## src/rtl/spi_burst_master.sv

```systemverilog
module spi_burst_master #(
  parameter int DW   = 8,
  parameter int NCH  = 4,
  parameter int MAXW = 32
) (
  input  logic                     clk,
  input  logic                     rst_n,
  input  logic [DW-1:0]            cfg_half_div,
  input  logic [$clog2(MAXW)-1:0]  cfg_bits_m1,
  input  logic [$clog2(NCH)-1:0]   cfg_chan,
  input  logic [NCH-1:0]           cfg_cpha,
  input  logic [NCH-1:0]           cfg_cpol,
  input  logic [NCH-1:0]           cfg_sel_high,
  input  logic [NCH-1:0]           cfg_mosi_low_idle,
  input  logic [NCH-1:0]           cfg_sclk_high_idle,
  input  logic [NCH-1:0]           cfg_hold_sel,
  input  logic [1:0]               cfg_trig_mode,
  input  logic                     cfg_auto,
  input  logic [DW-1:0]            cfg_lead,
  input  logic [DW-1:0]            cfg_gap,
  input  logic                     kick,
  input  logic                     rdy_n,
  input  logic [MAXW-1:0]          tx_word,
  input  logic                     tx_valid,
  output logic                     tx_ready,
  input  logic                     miso,
  output logic                     sclk,
  output logic                     mosi,
  output logic [NCH-1:0]           sel,
  output logic [MAXW-1:0]          rx_word,
  output logic                     done
);
  localparam int CHW = $clog2(NCH);
  localparam int LW  = $clog2(MAXW);
  localparam int CW  = 2 * DW + 1;
  localparam logic [CW-1:0] CNT_ONE = 1;
  localparam logic [DW-1:0] HC_ONE  = 1;
  localparam logic [LW-1:0] BIT_ONE = 1;

  typedef enum logic [1:0] {S_IDLE, S_LEAD, S_SHIFT, S_GAP} st_t;
  st_t st;

  logic [CHW-1:0]  ch;
  logic            sel_on, full, hb, start_pend, fall_pend, rdy_q, done_q;
  logic [MAXW-1:0] hold, word, rx_sh, rx_q;
  logic [LW-1:0]   bit_i, len_q;
  logic [DW-1:0]   hc;
  logic [CW-1:0]   cnt;

  logic [DW-1:0]  half;
  logic [CHW-1:0] vch;
  logic           sw_mode, edge_f, trig, launch, accept;
  logic [CW-1:0]  lead_len;

  assign half     = (cfg_half_div == '0) ? HC_ONE : cfg_half_div;
  assign vch      = sel_on ? ch : cfg_chan;
  assign sw_mode  = !(cfg_trig_mode == 2'd1 || cfg_trig_mode == 2'd2);
  assign edge_f   = rdy_q & ~rdy_n;
  assign trig     = (cfg_trig_mode == 2'd1) ? (fall_pend | edge_f) :
                    (cfg_trig_mode == 2'd2) ? ~rdy_n :
                    (kick | start_pend | cfg_auto);
  assign launch   = (st == S_IDLE) && full && trig;
  assign accept   = tx_valid && !full;
  assign lead_len = (CW'(cfg_lead) * CW'(half)) << 1;

  always_ff @(posedge clk or negedge rst_n) begin
    if (!rst_n) begin
      st <= S_IDLE; ch <= '0; sel_on <= 1'b0; full <= 1'b0; hb <= 1'b0;
      start_pend <= 1'b0; fall_pend <= 1'b0; rdy_q <= 1'b1; done_q <= 1'b0;
      hold <= '0; word <= '0; rx_sh <= '0; rx_q <= '0;
      bit_i <= '0; len_q <= '0; hc <= '0; cnt <= '0;
    end else begin
      rdy_q      <= rdy_n;
      done_q     <= 1'b0;
      full       <= accept ? 1'b1 : (launch ? 1'b0 : full);
      start_pend <= sw_mode & (start_pend | kick) & ~launch;
      fall_pend  <= (cfg_trig_mode == 2'd1) & (fall_pend | edge_f) & ~launch;
      if (accept) hold <= tx_word;
      case (st)
        S_IDLE: begin
          if (launch) begin
            word   <= hold;
            len_q  <= cfg_bits_m1;
            bit_i  <= cfg_bits_m1;
            rx_sh  <= '0;
            hc     <= half - HC_ONE;
            hb     <= 1'b0;
            sel_on <= 1'b1;
            if (!sel_on) ch <= cfg_chan;
            if (sel_on || cfg_lead == '0) st <= S_SHIFT;
            else begin
              st  <= S_LEAD;
              cnt <= lead_len;
            end
          end else if (sel_on) begin
            sel_on <= 1'b0;
          end
        end
        S_LEAD: begin
          if (cnt == CNT_ONE) st <= S_SHIFT;
          else cnt <= cnt - CNT_ONE;
        end
        S_SHIFT: begin
          if (hc != '0) hc <= hc - HC_ONE;
          else begin
            hc <= half - HC_ONE;
            if (!hb) begin
              hb    <= 1'b1;
              rx_sh <= {rx_sh[MAXW-2:0], miso};
            end else begin
              hb <= 1'b0;
              if (bit_i == '0) begin
                done_q <= 1'b1;
                rx_q   <= rx_sh;
                sel_on <= cfg_hold_sel[ch];
                if (cfg_gap == '0) st <= S_IDLE;
                else begin
                  st  <= S_GAP;
                  cnt <= CW'(cfg_gap);
                end
              end else begin
                bit_i <= bit_i - BIT_ONE;
              end
            end
          end
        end
        S_GAP: begin
          if (cnt == CNT_ONE) st <= S_IDLE;
          else cnt <= cnt - CNT_ONE;
        end
        default: st <= S_IDLE;
      endcase
    end
  end

  assign sclk     = !sel_on ? cfg_sclk_high_idle[vch]
                  : (st == S_SHIFT) ? (cfg_cpol[ch] ^ cfg_cpha[ch] ^ hb)
                  : cfg_cpol[ch];
  assign mosi     = (st == S_LEAD || st == S_SHIFT) ? word[bit_i] : ~cfg_mosi_low_idle[vch];
  assign tx_ready = ~full;
  assign rx_word  = rx_q;
  assign done     = done_q;

  for (genvar i = 0; i < NCH; i++) begin : g_sel
    assign sel[i] = (sel_on && ch == CHW'(i)) ? cfg_sel_high[i] : ~cfg_sel_high[i];
  end

  // sample counter used only by the bit-count check
  logic [LW:0] smp;
  always_ff @(posedge clk or negedge rst_n) begin
    if (!rst_n) smp <= '0;
    else if (launch) smp <= '0;
    else if (st == S_SHIFT && hc == '0 && !hb) smp <= smp + {{LW{1'b0}}, 1'b1};
  end

  assert_one_select_R1: assert property (@(posedge clk) disable iff (!rst_n)
    $countones(sel ^ ~cfg_sel_high) == 32'(sel_on));

  assert_done_single_R11: assert property (@(posedge clk) disable iff (!rst_n)
    done |=> !done);

  assert_bit_count_R11: assert property (@(posedge clk) disable iff (!rst_n)
    done |-> (smp == {1'b0, len_q} + {{LW{1'b0}}, 1'b1}));

  assert_launch_needs_word_R10: assert property (@(posedge clk) disable iff (!rst_n)
    $rose(sel_on) |-> $past(full));

  assert_lead_select_steady_R7: assert property (@(posedge clk) disable iff (!rst_n)
    (st == S_LEAD && $past(st == S_LEAD)) |-> $stable(sel));
endmodule

```

## config.mk

```make
export PLATFORM = sky130hd
export DESIGN_NAME = spi_burst_master
export DESIGN_NICKNAME = d
export VERILOG_FILES = /design/src/rtl/spi_burst_master.sv
export SDC_FILE = /design/constraint.sdc
export NUM_CORES = 1
export LEC_CHECK = 0
export ABC_CLOCK_PERIOD_IN_PS = 7300
export BUFFER_PORTS_ARGS = -buffer_cell sky130_fd_sc_hd__buf_2
export CELL_PAD_IN_SITES_DETAIL_PLACEMENT = 1
export CELL_PAD_IN_SITES_GLOBAL_PLACEMENT = 1
export CORE_MARGIN = 2
export CORE_UTILIZATION = 49
export CTS_BUF_LIST = sky130_fd_sc_hd__clkbuf_16
export DETAILED_ROUTE_END_ITERATION = 6
export PLACE_DENSITY = 0.86
export RECOVER_POWER = 100
export SYNTH_ARGS = -nofsm -noshare
export SYNTH_HDL_FRONTEND = slang
export SYNTH_SLANG_ARGS = --single-unit
```

## constraint.sdc

```tcl
create_clock -name clk -period 7.3 [get_ports clk]
set_clock_uncertainty 0.15 [all_clocks]
set_input_delay 0.365 -clock clk [delete_from_list [all_inputs] [get_ports clk]]
set_output_delay 0.365 -clock clk [all_outputs]
set_load 0.005 [all_outputs]
```

# Word-level counts from Yosys, hierarchy flattened

Index checks and enable logic that the tools add are counted.

Output and inout bits: 40
Input bits: 96
Bits in registers: 169

Bitwise logic cells: 19
Reductions and logical operators: 31
$lt $le $gt $ge: 3
$mul: 1
Multiplexer cells: 66
Equal/unequal tests: 20
Add/sub/neg operators: 4

Operators with widths:

| operator                                                              | count |
|---|---|
| 17-bit 2-to-1 mux                                                     | 7 |
| 32-bit 2-to-1 mux                                                     | 3 |
| 32-bit case mux with 2 select lines                                   | 1 |
| 17-bit case mux with 3 select lines                                   | 1 |
| 1-bit 2-to-1 mux                                                      | 27 |
| 8-bit zero test                                                       | 3 |
| 8-bit 2-to-1 mux                                                      | 3 |
| 2-bit inequality test (second input constant)                         | 11 |
| 5-bit 2-to-1 mux                                                      | 4 |
| 2-bit 2-to-1 mux                                                      | 9 |
| 17-bit by 1-bit == test with 1-bit output (second input constant)     | 1 |
| 17-bit by 1-bit subtractor with 17-bit output (second input constant) | 1 |
| 8-bit by 8-bit multiplier with 16-bit output                          | 1 |
| 8-bit case mux with 2 select lines                                    | 1 |
| 8-bit by 1-bit subtractor with 8-bit output (second input constant)   | 2 |
| 4-bit AND reduction                                                   | 3 |
| 1-bit binary-select mux with 2-bit select                             | 5 |
| 2-bit == test (second input constant)                                 | 5 |
| 5-bit case mux with 2 select lines                                    | 1 |
| 1-bit inverter                                                        | 9 |
| 2-bit case mux with 4 select lines                                    | 1 |
| 8-bit nonzero test                                                    | 1 |
| 1-bit logical AND                                                     | 7 |
| 7-bit AND reduction                                                   | 1 |
| other kinds (19)                                                      | 36 |

# Logic depth before layout (Yosys ltp)

Word-level depth: 7
Mapped depth: 17

# Worst setup path after synthesis

OpenSTA, ideal clock, no wires.

Path type: input to register
Start: input cfg_half_div[6]
End: register cnt[14]
Setup time: 0.079 ns
Data arrival time: 4.450 ns
Path slack: 2.620 ns
Stages on the path: 15
Cells stage by stage: clkbuf_1 > and2_1 > fa_1 > fa_1 > fa_1 > inv_1 > fa_1 > inv_1 > ha_1 > or3_1 > a21oi_1 > a21oi_1 > a31oi_1 > mux2_2 > a2bb2oi_1

Cells in the longest elaborated chain, start to end: 6

RTL lines:

| element                                          | line | source |
|---|---|---|
| start: declaration                               | 8    | `input logic [DW-1:0] cfg_half_div,` |
| 8-bit zero test                                  | 55   | `assign half = (cfg_half_div == '0) ? HC_ONE : cfg_half_div;` |
| 8-bit 2-to-1 mux (*)                             | 55   |  |
| 8-bit by 8-bit multiplier with 16-bit output (*) | 64   | `assign lead_len = (CW'(cfg_lead) * CW'(half)) << 1;` |
| 17-bit 2-to-1 mux (*)                            | 90   | `if (sel_on \|\| cfg_lead == '0) st <= S_SHIFT;` |
| 17-bit 2-to-1 mux (*)                            | 81   | `if (launch) begin` |
| 17-bit case mux with 3 select lines (*)          | 79   | `case (st)` |
| end signal: assignment                           | 93   | `cnt <= lead_len;` |
| end signal: assignment                           | 101  | `else cnt <= cnt - CNT_ONE;` |
| end signal: assignment                           | 119  | `cnt <= CW'(cfg_gap);` |
| end: declaration                                 | 48   | `logic [CW-1:0] cnt;` |

Every way passes the cells marked *; elsewhere a longest branch is shown, timed or not. The select of a mux whose other input is x is not followed.
A chain may end at the register's enable or synchronous reset.

==> flow_metrics.tcl <==
set metrics [dict create \
    status "finished, violations left" \
    violations "max-capacitance violations, max-slew violations" \
    drv_slew 179 \
    finish.utilization_pct 56.8 \
    vias_per_cell 5.90 \
    fmax_mhz 192 \
    p_sw_uw 754 \
    synthTopCellsByArea "dfrtp_1 (42%), mux2_2 (7.4%), fa_1 (7.2%), ha_1 (6.1%), nand2_1 (5.5%)" \
    drc 0 \
    crit_path_end "cnt[4]" \
    finalHoldViolCount 0 \
    hold_class "input port to flip-flop" \
    ys_seq_elements 169 \
    area.growth.synth_to_final_pct 14.2 \
    p_comb_share_pct 23.5 \
    cp_cell_sequence "dlygate4sd3_1 -> buf_6 -> clkbuf_1" \
    worst_path_max_delay_cell "clkbuf_1" \
    reg2reg_from "st[0]" \
    finish.net_count 1262 \
    syn_inst 963 \
    grt_usage_pct 28.5 \
    core_um2 20200 \
    async_flop_share_pct 100 \
    netlist_area_um2 10000 \
    io_buffers 135 \
    cts_tree "yes" \
    fin_tns_setup_ns 0 \
    clkPwrFrac_pct 36.6 \
    cts_setup_buffers 0 \
    ios 136 \
    worst_pin_slew_ns 4.18 \
    max_slew_margin_pct -178 \
    crit_arrival_ns 4.63 \
    power_switching_share_pct 30.4 \
    critPathTopFamily "buffers and inverters" \
    synthFlopType "dfrtp_1" \
    ctsHoldBuffers 3 \
    drt_pass1_iterations 5 \
    wl_per_cell_um 21.9 \
    h-tree-depth 4 \
    synth_nets 1144 \
    place.gp.congestion 0.827 \
    timing.final.crit_period_ns 5.22 \
    num_vias 8067 \
    cts_buffers 17 \
    dieHeight_um 147 \
    critPathMaxFanout 93 \
    initial_utilization_pct 49.7 \
    clock_latency_ns 0.44 \
    max_stage_delay_ns 2.99 \
    rsz0062_at_grt "no" \
    cts_buffer_depth 2 \
    drive_above_1_share_pct 19.6 \
    synth_edf_count 0 \
    fin_crit_sh_pct 71.4 \
    crit_type "input port to async pin" \
    rrSetupSlack_ns 2.84 \
    pwr-share-seq_pct 40.0 \
    finalSetupViolations 0 \
    grt_pass1_vias 8864 \
    total_power_mw 2.48 \
    intPower_mw 1.72 \
    synth.top_cell.area_share_pct 41.9 \
    die_w_um 147 \
    routed_wl_mm 30.0 \
    cts.sinks 169 \
    start_kind "input port" \
    worstSetupEndpointType "async pin" \
    overflow 0 \
    cts.clk_slew.worst_paths_ns 0.07 \
    grt_max_degree 94 \
    worstReg2RegEnd "ch[0]" \
    first_iter_violations 488 \
    yosysWarningCount 0 \
    grt_pass1_wl_mm 48.4 \
    antenna_left 0 \
    die_area_um2 21600 \
    antenna_found_initial 2 \
    cp.required_ns 6.72 \
    nFillCells 2252 \
    max-cap-violations 5 \
    root_buffer "clkbuf_16" \
    power_density_nw_per_um2 216 \
    avgSynthCellArea_um2 10.4 \
    row_count 52 \
    cp_num_buf_inv 3 \
    rr_worst_depth 7 \
    yosysTopAreaCell "dfrtp_1" \
    seq_area_frac_synth_pct 42.2 \
    cts_resized 0 \
    ys_types 71 \
    power.leakage_nw 5.60 \
    dp_hpwl_mm 20.5 \
    startpoint "rst_n" \
    ir_drop_v 0.000187 \
    critical_path_depth 3 \
]
==> worst min-delay path by stage <==
stage | startpoint | depth (start not counted) | endpoint
after CTS | tx_word[23] | 2 | hold[23]
after floorplan | rst_n | 0 | bit_i[0]
final | tx_word[6] | 2 | hold[6]
after global placement | rx_word[7] | 2 | rx_word[7]
after detailed placement | rx_word[26] | 2 | rx_word[26]
after global routing | tx_word[6] | 2 | hold[6]
==> final cells by class <==
class | instances | area [um2] | area share [%]
Sequential cell | 169 | 4230 | 36.9
Antenna cell | 4 | 10.0 | 0.0874
Multi-Input combinational cell | 685 | 5360 | 46.8
Inverter | 62 | 233 | 2.03
Timing Repair Buffer | 146 | 711 | 6.20
Tap cell | 270 | 338 | 2.95
Clock inverter | 14 | 148 | 1.29
Clock buffer | 17 | 425 | 3.71
==> metal layers <==
| layer | track usage (%) | up-vias | part of all wire, % |
|---|---|---|---|
| met5 | 0 | - | 0 |
| met4 | 8.03 | 0 | 2.2 |
| met3 | 6.02 | 51 | 4.7 |
| met2 | 51.1 | 265 | 53 |
| met1 | 34.9 | 4141 | 40 |
| li1 | - | 3610 | - |
==> registers in the layout (all words and copies together), names as in the netlist <==
register,flops
hold,32
rx_sh,32
rx_word,32
word,32
cnt,17
hc,8
bit_i,5
ch,2
st,2
done,1
fall_pend,1
full,1
hb,1
rdy_q,1
sel_on,1
start_pend,1
==> cells in the mapped netlist (2+ instances only) <==
library cell,n
nand4_1,4
a21o_1,9
nand2b_1,4
and3_1,5
nor3_1,10
and2_1,45
xor2_1,5
inv_1,60
nor2_1,36
nor4_1,7
ha_1,49
a21oi_1,35
o22ai_1,4
or3_1,6
nor2b_1,10
mux2i_1,5
clkbuf_1,33
o31ai_1,3
o211ai_1,4
a31o_2,3
o32ai_1,4
o21ai_0,50
fa_1,36
a22o_1,33
a211oi_1,6
nor4b_1,2
mux4_2,14
nand3_1,17
a41oi_1,2
xnor2_1,12
mux2_2,66
o211a_1,3
nand2_1,146
dfrtp_1,168
buf_2,3
a31oi_1,10
a21boi_0,2
buf_1,10
or4_1,5
nand3b_1,2
o21a_1,3
a32oi_1,2
a311oi_1,2
==> through the flow <==
stage	setup WS, ns	std cells	hold slack, ns	cell area (um2)
final	2.08	1367	0.00849	11500
after global routing	1.21	1363	0.000173	11400
after CTS	2.62	1363	0.00422	11500
after detailed placement	2.18	1329	0.301	10900
after global placement	2.43	1329	0.295	10900
after floorplan	2.62	963	-0.0806	10000
==> power by group through the flow <==
stage | sequential (mW) | combinational, mW | clock, mW
6_report | 0.990 | 0.581 | 0.906
5_1_grt | 0.993 | 0.655 | 0.952
4_1_cts | 0.990 | 0.590 | 0.914
3_5_place_dp | 1.01 | 0.581 | 0
3_3_place_gp | 1.00 | 0.554 | 0
2_1_floorplan | 0.992 | 0.409 | 0
==> cell families (layout without fill, tap and decap cells) <==
kind of cell               Yosys count  count (layout)  share of synthesized area, %
DFF                                169             169                          42.2
muxes                               86              86                          11.2
other                                0               4                             0
buffers and inverters              109             239                          4.19
AOI/OAI and AO/OA                  189             189                          12.8
xor gates and xnor gates            17              17                          1.49
and+or+nand+nor                    308             308                          14.9
adders and majority gates           85              85                          13.3
==> layout by cell type (no fill, tap or decap), types with 12 or more instances in the layout <==
cell,Yosys,layout
a21oi_1,35,35
a22o_1,33,33
and2_1,45,45
buf_2,3,103
clkbuf_1,33,34
clkbuf_16,0,17
dfrtp_1,168,168
fa_1,36,36
ha_1,49,49
inv_1,60,61
mux2_1,0,13
mux2_2,66,54
mux4_2,14,14
nand2_1,146,146
nand3_1,17,17
nor2_1,36,36
o21ai_0,50,50
xnor2_1,12,12
Note: power is estimated with default switching activity, not from simulation.
